<file path="src/rtl/remap_pkg.sv">
package remap_pkg;
  localparam int unsigned CFG_W      = 32;
  localparam int unsigned BASE_LSB   = 20;
  localparam int unsigned SIZE_LSB   = 16;
  localparam int unsigned SIZE_W     = 4;
  localparam int unsigned BASE_W     = CFG_W - BASE_LSB;
  localparam logic [11:0] OFF_CTRL   = 12'h088;
  localparam logic [11:0] OFF_IDENT  = 12'h08C;

  typedef struct packed {
    logic [CFG_W-1:0] rom;
    logic [CFG_W-1:0] ram;
  } cfg_pair_t;

  // Relocation applied by the remap: RAM to zero, ROM to the end of RAM.
  function automatic cfg_pair_t relocate(input logic [CFG_W-1:0] rom_in,
                                         input logic [CFG_W-1:0] ram_in);
    cfg_pair_t        res;
    logic [SIZE_W-1:0] k;
    logic [5:0]        sh;
    k       = ram_in[SIZE_LSB +: SIZE_W];
    sh      = 6'(BASE_LSB) + {2'b00, k};
    res.rom = (CFG_W'(1) << sh) | {{BASE_W{1'b0}}, rom_in[BASE_LSB-1:0]};
    res.ram = {{BASE_W{1'b0}}, ram_in[BASE_LSB-1:0]};
    return res;
  endfunction
endpackage

</file>
<file path="src/rtl/remap_rst_sync.sv">
module remap_rst_sync #(
  parameter int unsigned STAGES = 2
) (
  input  logic clk,
  input  logic rst_n,
  output logic rst_q_n
);
  logic [STAGES-1:0] sync_q;

  always_ff @(posedge clk or negedge rst_n) begin
    if (!rst_n) sync_q <= '0;
    else        sync_q <= {sync_q[STAGES-2:0], 1'b1};
  end

  assign rst_q_n = sync_q[STAGES-1];
endmodule

</file>
<file path="src/rtl/remap_state.sv">
module remap_state
  import remap_pkg::*;
#(
  parameter int unsigned ADDR_W    = 12,
  parameter logic [31:0] ROM_RESET = 32'h0003_0000,
  parameter logic [31:0] RAM_RESET = 32'h1005_0000
) (
  input  logic              clk,
  input  logic              rst_n,
  input  logic              wr_en,
  input  logic [ADDR_W-1:0] wr_addr,
  input  logic [CFG_W-1:0]  wr_data,
  output logic [CFG_W-1:0]  ctrl_q,
  output logic [CFG_W-1:0]  rom_q,
  output logic [CFG_W-1:0]  ram_q,
  output logic              done_q
);
  localparam logic [ADDR_W-3:0] CTRL_WORD = OFF_CTRL[ADDR_W-1:2];

  logic             ctrl_en;
  logic             move_en;
  logic [CFG_W-1:0] ctrl_d;
  logic [CFG_W-1:0] rom_d;
  logic [CFG_W-1:0] ram_d;
  logic             done_d;
  cfg_pair_t        moved;

  // Next-state logic
  always_comb begin
    ctrl_en = wr_en && (wr_addr[ADDR_W-1:2] == CTRL_WORD);
    move_en = ctrl_en && wr_data[0] && !done_q;
    moved   = relocate(rom_q, ram_q);
    ctrl_d  = wr_data;
    rom_d   = moved.rom;
    ram_d   = moved.ram;
    done_d  = 1'b1;
  end

  // Registers with explicit clock enables
  always_ff @(posedge clk or negedge rst_n) begin
    if (!rst_n) begin
      ctrl_q <= '0;
    end else if (ctrl_en) begin
      ctrl_q <= ctrl_d;
    end
  end

  always_ff @(posedge clk or negedge rst_n) begin
    if (!rst_n) begin
      rom_q  <= ROM_RESET;
      ram_q  <= RAM_RESET;
      done_q <= 1'b0;
    end else if (move_en) begin
      rom_q  <= rom_d;
      ram_q  <= ram_d;
      done_q <= done_d;
    end
  end
endmodule

</file>
<file path="src/rtl/remap_read_mux.sv">
module remap_read_mux
  import remap_pkg::*;
#(
  parameter int unsigned ADDR_W   = 12,
  parameter int unsigned ROM_SLOT = 4,
  parameter int unsigned RAM_SLOT = 6,
  parameter logic [31:0] REV_ID   = 32'h0001_0301
) (
  input  logic [ADDR_W-1:0] rd_addr,
  input  logic [CFG_W-1:0]  ctrl_q,
  input  logic [CFG_W-1:0]  rom_q,
  input  logic [CFG_W-1:0]  ram_q,
  output logic [CFG_W-1:0]  rd_data
);
  localparam int unsigned WORD_W = ADDR_W - 2;
  localparam logic [WORD_W-1:0] W_ROM   = WORD_W'(ROM_SLOT);
  localparam logic [WORD_W-1:0] W_RAM   = WORD_W'(RAM_SLOT);
  localparam logic [WORD_W-1:0] W_CTRL  = OFF_CTRL[ADDR_W-1:2];
  localparam logic [WORD_W-1:0] W_IDENT = OFF_IDENT[ADDR_W-1:2];

  logic [WORD_W-1:0] word;

  always_comb begin
    word = rd_addr[ADDR_W-1:2];
    if      (word == W_ROM)   rd_data = rom_q;
    else if (word == W_RAM)   rd_data = ram_q;
    else if (word == W_CTRL)  rd_data = ctrl_q;
    else if (word == W_IDENT) rd_data = REV_ID;
    else                      rd_data = '0;
  end
endmodule

</file>
<file path="src/rtl/remap_window_dec.sv">
module remap_window_dec
  import remap_pkg::*;
(
  input  logic [CFG_W-1:0] cfg,
  input  logic [CFG_W-1:0] addr,
  output logic             hit
);
  logic [BASE_W-1:0] base_mb;
  logic [BASE_W-1:0] addr_mb;
  logic [BASE_W-1:0] offs_mb;
  logic [SIZE_W-1:0] k;

  always_comb begin
    base_mb = cfg[CFG_W-1:BASE_LSB];
    addr_mb = addr[CFG_W-1:BASE_LSB];
    k       = cfg[SIZE_LSB +: SIZE_W];
    offs_mb = addr_mb - base_mb;
    hit     = (addr_mb >= base_mb) && ((offs_mb >> k) == '0);
  end
endmodule

</file>
<file path="src/rtl/bus_remap_ctrl.sv">
module bus_remap_ctrl
  import remap_pkg::*;
#(
  parameter int unsigned ADDR_W      = 12,
  parameter int unsigned ROM_SLOT    = 4,
  parameter int unsigned RAM_SLOT    = 6,
  parameter int unsigned SYNC_STAGES = 2,
  parameter logic [31:0] ROM_RESET   = 32'h0003_0000,
  parameter logic [31:0] RAM_RESET   = 32'h1005_0000,
  parameter logic [31:0] REV_ID      = 32'h0001_0301
) (
  input  logic              clk,
  input  logic              rst_n,
  input  logic              reg_we,
  input  logic [ADDR_W-1:0] reg_addr,
  input  logic [31:0]       reg_wdata,
  output logic [31:0]       reg_rdata,
  input  logic [31:0]       dec_addr,
  output logic              rom_hit,
  output logic              ram_hit,
  output logic [31:0]       rom_cfg,
  output logic [31:0]       ram_cfg,
  output logic              remapped
);
  localparam int unsigned N_WIN = 2;

  logic              rst_q_n;
  logic [CFG_W-1:0]  ctrl_q;
  logic [CFG_W-1:0]  win_cfg [N_WIN];
  logic [N_WIN-1:0]  win_hit;

  remap_rst_sync #(.STAGES(SYNC_STAGES)) u_rst (
    .clk     (clk),
    .rst_n   (rst_n),
    .rst_q_n (rst_q_n)
  );

  remap_state #(
    .ADDR_W    (ADDR_W),
    .ROM_RESET (ROM_RESET),
    .RAM_RESET (RAM_RESET)
  ) u_state (
    .clk     (clk),
    .rst_n   (rst_q_n),
    .wr_en   (reg_we),
    .wr_addr (reg_addr),
    .wr_data (reg_wdata),
    .ctrl_q  (ctrl_q),
    .rom_q   (rom_cfg),
    .ram_q   (ram_cfg),
    .done_q  (remapped)
  );

  remap_read_mux #(
    .ADDR_W   (ADDR_W),
    .ROM_SLOT (ROM_SLOT),
    .RAM_SLOT (RAM_SLOT),
    .REV_ID   (REV_ID)
  ) u_rd (
    .rd_addr (reg_addr),
    .ctrl_q  (ctrl_q),
    .rom_q   (rom_cfg),
    .ram_q   (ram_cfg),
    .rd_data (reg_rdata)
  );

  assign win_cfg[0] = rom_cfg;
  assign win_cfg[1] = ram_cfg;

  for (genvar g = 0; g < N_WIN; g++) begin : g_win
    remap_window_dec u_dec (
      .cfg  (win_cfg[g]),
      .addr (dec_addr),
      .hit  (win_hit[g])
    );
  end

  assign rom_hit = win_hit[0];
  assign ram_hit = win_hit[1];
endmodule

</file>
<file path="config.mk">
export PLATFORM = sky130hd
export DESIGN_NAME = bus_remap_ctrl
export DESIGN_NICKNAME = d
export VERILOG_FILES = /design/src/rtl/remap_pkg.sv /design/src/rtl/remap_rst_sync.sv /design/src/rtl/remap_state.sv /design/src/rtl/remap_read_mux.sv /design/src/rtl/remap_window_dec.sv /design/src/rtl/bus_remap_ctrl.sv
export SDC_FILE = /design/constraint.sdc
export NUM_CORES = 1
export LEC_CHECK = 0
export ABC_AREA = 0
export BUFFER_PORTS_ARGS = -buffer_cell sky130_fd_sc_hd__buf_2
export CAP_MARGIN = 20
export CORE_MARGIN = 2
export CORE_UTILIZATION = 45
export CTS_BUF_LIST = sky130_fd_sc_hd__clkbuf_2
export CTS_CLUSTER_SIZE = 40
export DETAILED_ROUTE_END_ITERATION = 8
export HOLD_SLACK_MARGIN = 0.02
export PLACE_DENSITY = 0.92
export SLEW_MARGIN = 20
export SYNTH_ARGS = -nofsm -noshare
export SYNTH_HDL_FRONTEND = slang
export SYNTH_SLANG_ARGS = --single-unit
</file>
<file path="constraint.sdc">
create_clock -name clk -period 4.5 [get_ports clk]
set_input_delay 0.675 -clock clk [delete_from_list [all_inputs] [get_ports clk]]
set_output_delay 0.675 -clock clk [all_outputs]
set_load 0.05 [all_outputs]
</file>
=== Yosys cells after proc, flatten, opt, wreduce, memory -nomap -nowiden ===
Index checks and enable logic that the tools add are counted.

* Logic and storage cells: 24
* Bits in registers: 36
* Output and inout bits: 99

* $lt $le $gt $ge: 2
* Add/subtract/negate cells: 2
* Equal/unequal tests: 4
* Muxes and demuxes: 4
* Reductions and logical operators: 8

{| class="wikitable"
|+ Operators with widths
! kind !! count
|-
| $mux W32 || 3
|-
| $logic_not A12 Y1 || 2
|-
| $eq A10 B3 Y1 const B || 2
|-
| $eq A10 B6 Y1 const B || 2
|-
| $mux W17 || 1
|-
| $ge A12 B6 Y1 || 1
|-
| $ge A12 B9 Y1 || 1
|-
| $sub A12 B6 Y12 || 1
|-
| $sub A12 B9 Y12 || 1
|-
| $logic_and A1 B1 Y1 || 5
|-
| $logic_not A1 Y1 || 1
|}

=== Logic depth before layout (Yosys ltp) ===
* Depth after elaboration: 5
* Gate-level depth with buffers: 7

=== Modules after synthesis ===
From an unflattened synthesis, not the netlist that was laid out.

* Cells, all modules: 478
* Area, all modules: 4441.8 µm²

{| class="wikitable"
|+ Modules (own cells, without submodules)
! module !! area an instance (µm²) !! sequential area each (µm²) !! times used !! cells an instance
|-
| remap_state || 1924.3 || 852.1 || 1 || 141
|-
| remap_window_dec || 763.2 || 0.0 || 2 || 107
|-
| remap_read_mux || 937.1 || 0.0 || 1 || 120
|-
| remap_rst_sync || 53.8 || 50.0 || 1 || 3
|}

=== Least setup slack after synthesis ===
Ideal clock, no wire load.

* Path kind: reg-to-output
* Start point: register u_state.ram_q[28]
* End point: output ram_hit
* Arrival time: 2298 ps
* Cell stages (with the launch flop): 6
* Path buffers: 0
* Path slack: 1527 ps
* Path through: dfstp_2 ha_1 nor2b_1 xnor2_1 a21oi_1 nor3_1

* Longest elaborated chain between the ends: 3
* Elaborated cells on any way between the ends: 4

{| class="wikitable"
|+ Ends and longest elaborated chain
! item !! line !! source
|-
| start, declared || remap_state.sv:15 || <nowiki>output logic [CFG_W-1:0] ram_q,</nowiki>
|-
| start signal, assigned || remap_state.sv:55 || <nowiki>ram_q <= ram_d;</nowiki>
|-
| $sub A12 B9 Y12 || remap_window_dec.sv:17 || <nowiki>offs_mb = addr_mb - base_mb;</nowiki>
|-
| $logic_not A12 Y1 || remap_window_dec.sv:18 || <nowiki>hit = (addr_mb >= base_mb) && ((offs_mb >> k) == '0);</nowiki>
|-
| $logic_and A1 B1 Y1 * || remap_window_dec.sv:18 ||
|-
| end, declared || bus_remap_ctrl.sv:20 || <nowiki>output logic ram_hit,</nowiki>
|}

Mark *: on every way between the ends. The rest lies on a longest branch, timed or not.

=== Final worst setup path ===
* Start point: input reg_addr[5]
* End point: output reg_rdata[17]

* Longest elaborated chain between the ends: 4
* Elaborated cells on any way between the ends: 6

{| class="wikitable"
|+ Ends and longest elaborated chain
! item !! line !! source
|-
| start, declared || bus_remap_ctrl.sv:15 || <nowiki>input logic [ADDR_W-1:0] reg_addr,</nowiki>
|-
| $eq A10 B6 Y1 || remap_read_mux.sv:27 || <nowiki>else if (word == W_CTRL) rd_data = ctrl_q;</nowiki>
|-
| $mux W32 || remap_read_mux.sv:27 ||
|-
| $mux W32 || remap_read_mux.sv:26 || <nowiki>else if (word == W_RAM) rd_data = ram_q;</nowiki>
|-
| $mux W32 * || remap_read_mux.sv:25 || <nowiki>if (word == W_ROM) rd_data = rom_q;</nowiki>
|-
| end, declared || bus_remap_ctrl.sv:17 || <nowiki>output logic [31:0] reg_rdata,</nowiki>
|}

Marks and branches as above.

==> impl_metrics.toml <==
[sta]
worst_clock_skew_ns = 0.00709
finalCritPeriodShare = 0.744
tns_ns = 0
max_freq_ghz = 0.299
finalHoldViolations = 0
relSlewSlack = 0.292
rsz0062_at_grt = "no"
setup_viol = 0
drv_slew = 0
worstMarginPinSlew_ns = 1.06
finalCriticalPeriod_ns = 3.35

[clocking]
insertion_delay_ns = 0.38
cts-htree-levels = 2
cts_tree = "built"
cts_buffers = 5
clock_sinks = 36
clk_pin_slew_ns = 0.18
clockBufferDepth = 2
cts_root_buffer = "clkbuf_2"

[worst_setup_path]
cp-end-kind = "output pin"
crit_top_cell = "buf_2"
cp_max_fo = 30
crit_path_cell_trace = "buf_2 -> or4_4 -> nor3_4 -> a22o_1 -> buf_2"
arrival_ns = 2.67
r2r_start = "u_rst.sync_q[1]$_DFF_PN0_"
worst_setup_path_start_kind = "primary input"
worstPathRequired_ns = 3.83
cp_slowest_cell = "nor3_4"
r2r-end = "u_state.ctrl_q[22]$_DFFE_PN0N_"
crit_type = "in2out"
crit_start = "reg_addr[5]"
critical-path-max-stage-delay_ns = 0.79
r2r_slack_ns = 3.69
reg2reg_depth = 1

[global_route]
gr-usage-all-layers = 0.157
antenna_found_initial = 0
globalRouteOverflowTotal = 0
grt_start_max_net_pins = 33
grt_pass1_wl_um = 7250
grt_pass1_vias = 1546

[route]
drt_wl_total_um = 4500
vias = 1579
via_per_inst = 4.30
avgRoutedWirePerCell_um = 12.3
dr.pass1.iters = 4
drt-initial-drc-count = 41
drc = 0
drtAntennaViolNets = 0

[power]
power_density_mw_per_mm2 = 259
power_uw = 695
vdd_drop_max_v = 0.000135
p_leak_uw = 0.00166

[floorplan]
rows = 26
core_area_mm2 = 0.00507
die_area_mm2 = 0.00583
initial_core_util = 0.464
die_w_um = 76.4
io_pins = 178
die_h_um = 76.4

[cells_and_area]
layout_commonest_cell = "buf_2"
n_fill_cell = 462
synthToLayoutAreaGrowth_pct = 13.9
final_cell_mix = "90 x buf_2, 63 x conb_1, 35 x dfrtp_1, 29 x mux2_4, 24 x and2_1"
layout-drive-gt1-share = 0.455
final_nets = 378
n_antenna_cell = 0

[placed_design]
dp_hpwl_um = 3390
place.gp.congestion = 0.785
numPortBuffers = 90

[logic_synthesis]
synth_area_mm2 = 0.00236
synth_seq_cells = 36
synth_area_leaders = "dfrtp_1 37%, buf_4 20%, mux2_4 18%"
synth_top_area_share = 0.372
synth_area_per_cell_um2 = 11.5
ys_warn_count = 0
synth_area_leader_cell = "dfrtp_1"
synth_cell_types = 36
synth_cells = 205
ys_seq_area_frac = 0.383

[outcome]
status = "complete, no violations"

[worst_hold_path]
worstHoldPathType = "reg2async"

[flow_run]
cap_violations = 0
worst max-delay path: cells and delay by family:
kind / cells / cell delay (ns)
buffers and inverters: 2 / 0.36
AO/OA/AOI/OAI: 1 / 0.27
AND/OR/NAND/NOR: 2 / 1.36
metrics by stage:
| step | setup slack [ns] | area (µm²) | hold WS [ns] | util | cells |
|---|---|---|---|---|---|
| CTS | 1.10 | 2680 | 0.150 | 0.529 | 367 |
| global route | 0.959 | 2680 | 0.179 | 0.529 | 367 |
| finish | 1.15 | 2680 | 0.144 | 0.529 | 367 |
| global placement | 0.837 | 2610 | 0.124 | 0.515 | 358 |
| floorplan | 1.53 | 2590 | 0.331 | - | 266 |
| detailed placement | 0.743 | 2610 | 0.133 | 0.515 | 358 |
kinds of logic after synthesis:
family          synth area share
compound gates            0.0382
xor+xnor                 0.00743
fa+ha+maj                 0.0159
buf+inv                    0.227
flops                      0.383
mux                        0.194
other cells              0.00319
simple gates               0.131
registers in the layout, summed over array words and instances, names as in the netlist:
register	count
u_state.ctrl_q	32
u_state.rom_q	1
u_rst.sync_q	2
u_state.ram_q	1
Yosys cell counts:
master    instances
conb_1            2
a22o_1            2
nor2_1            4
nand2_1           1
mux2_2            2
nor3_4            1
xnor2_1           2
mux2_4           29
inv_1             4
dfrtp_1          35
nor4b_1           1
a21oi_1           1
dfstp_2           1
ha_1              3
nand2_2           1
nand3_1           2
a32o_1            2
and4bb_2          1
buf_2             1
o21a_1            4
or3_1             2
or4b_4            1
clkbuf_1          1
or4_1             1
a21bo_2           1
and2_1           24
buf_4            63
and3_1            1
buf_6             3
nor4_1            1
nor2b_1           1
clkbuf_2          1
nor3_1            2
a21o_1            1
nand2b_1          2
or4_4             1
metal layers:
layer  global-route usage  routed length (µm)  vias to the layer above
met5                    0                   0                        -
met3               0.0427                 367                        6
met2                0.281                2260                       92
li1                     -                   -                      736
met4               0.0382                  38                        0
met1                0.187                1830                      745
how the worst max path moves through the flow:
stage                                                 to  slack, ns
after floorplan                                  ram_hit       1.53
after global placement    u_state.ctrl_q[15]$_DFFE_PN0N_       0.84
after detailed placement   u_state.ctrl_q[6]$_DFFE_PN0N_       0.74
after CTS                                  reg_rdata[17]       1.10
after global routing                       reg_rdata[17]       0.96
final                                      reg_rdata[17]       1.15
layout make-up:
class	instances	area, µm²	area share
sequential	36	902	0.336
timing repair buffer	92	468	0.174
clock buffer	5	25.0	0.00932
inverter	4	15.0	0.00559
multi-input combinational	157	1150	0.428
clock inverter	3	37.5	0.0140
tap	70	87.6	0.0326
report_power, final:
| part | internal, µW | leakage, µW | switching [µW] |
|---|---|---|---|
| sequential | 329 | 0.000493 | 3.95 |
| combinational | 27.0 | 0.00113 | 134 |
| clock | 90.6 | 0.0000380 | 110 |
timing repair:
item	CTS	global route
buffers inserted	0	0
hold buffers	1	0
hold endpoints to repair	2	0
gates resized for setup	0	0
No activity file was read; power rests on OpenSTA's default activity.
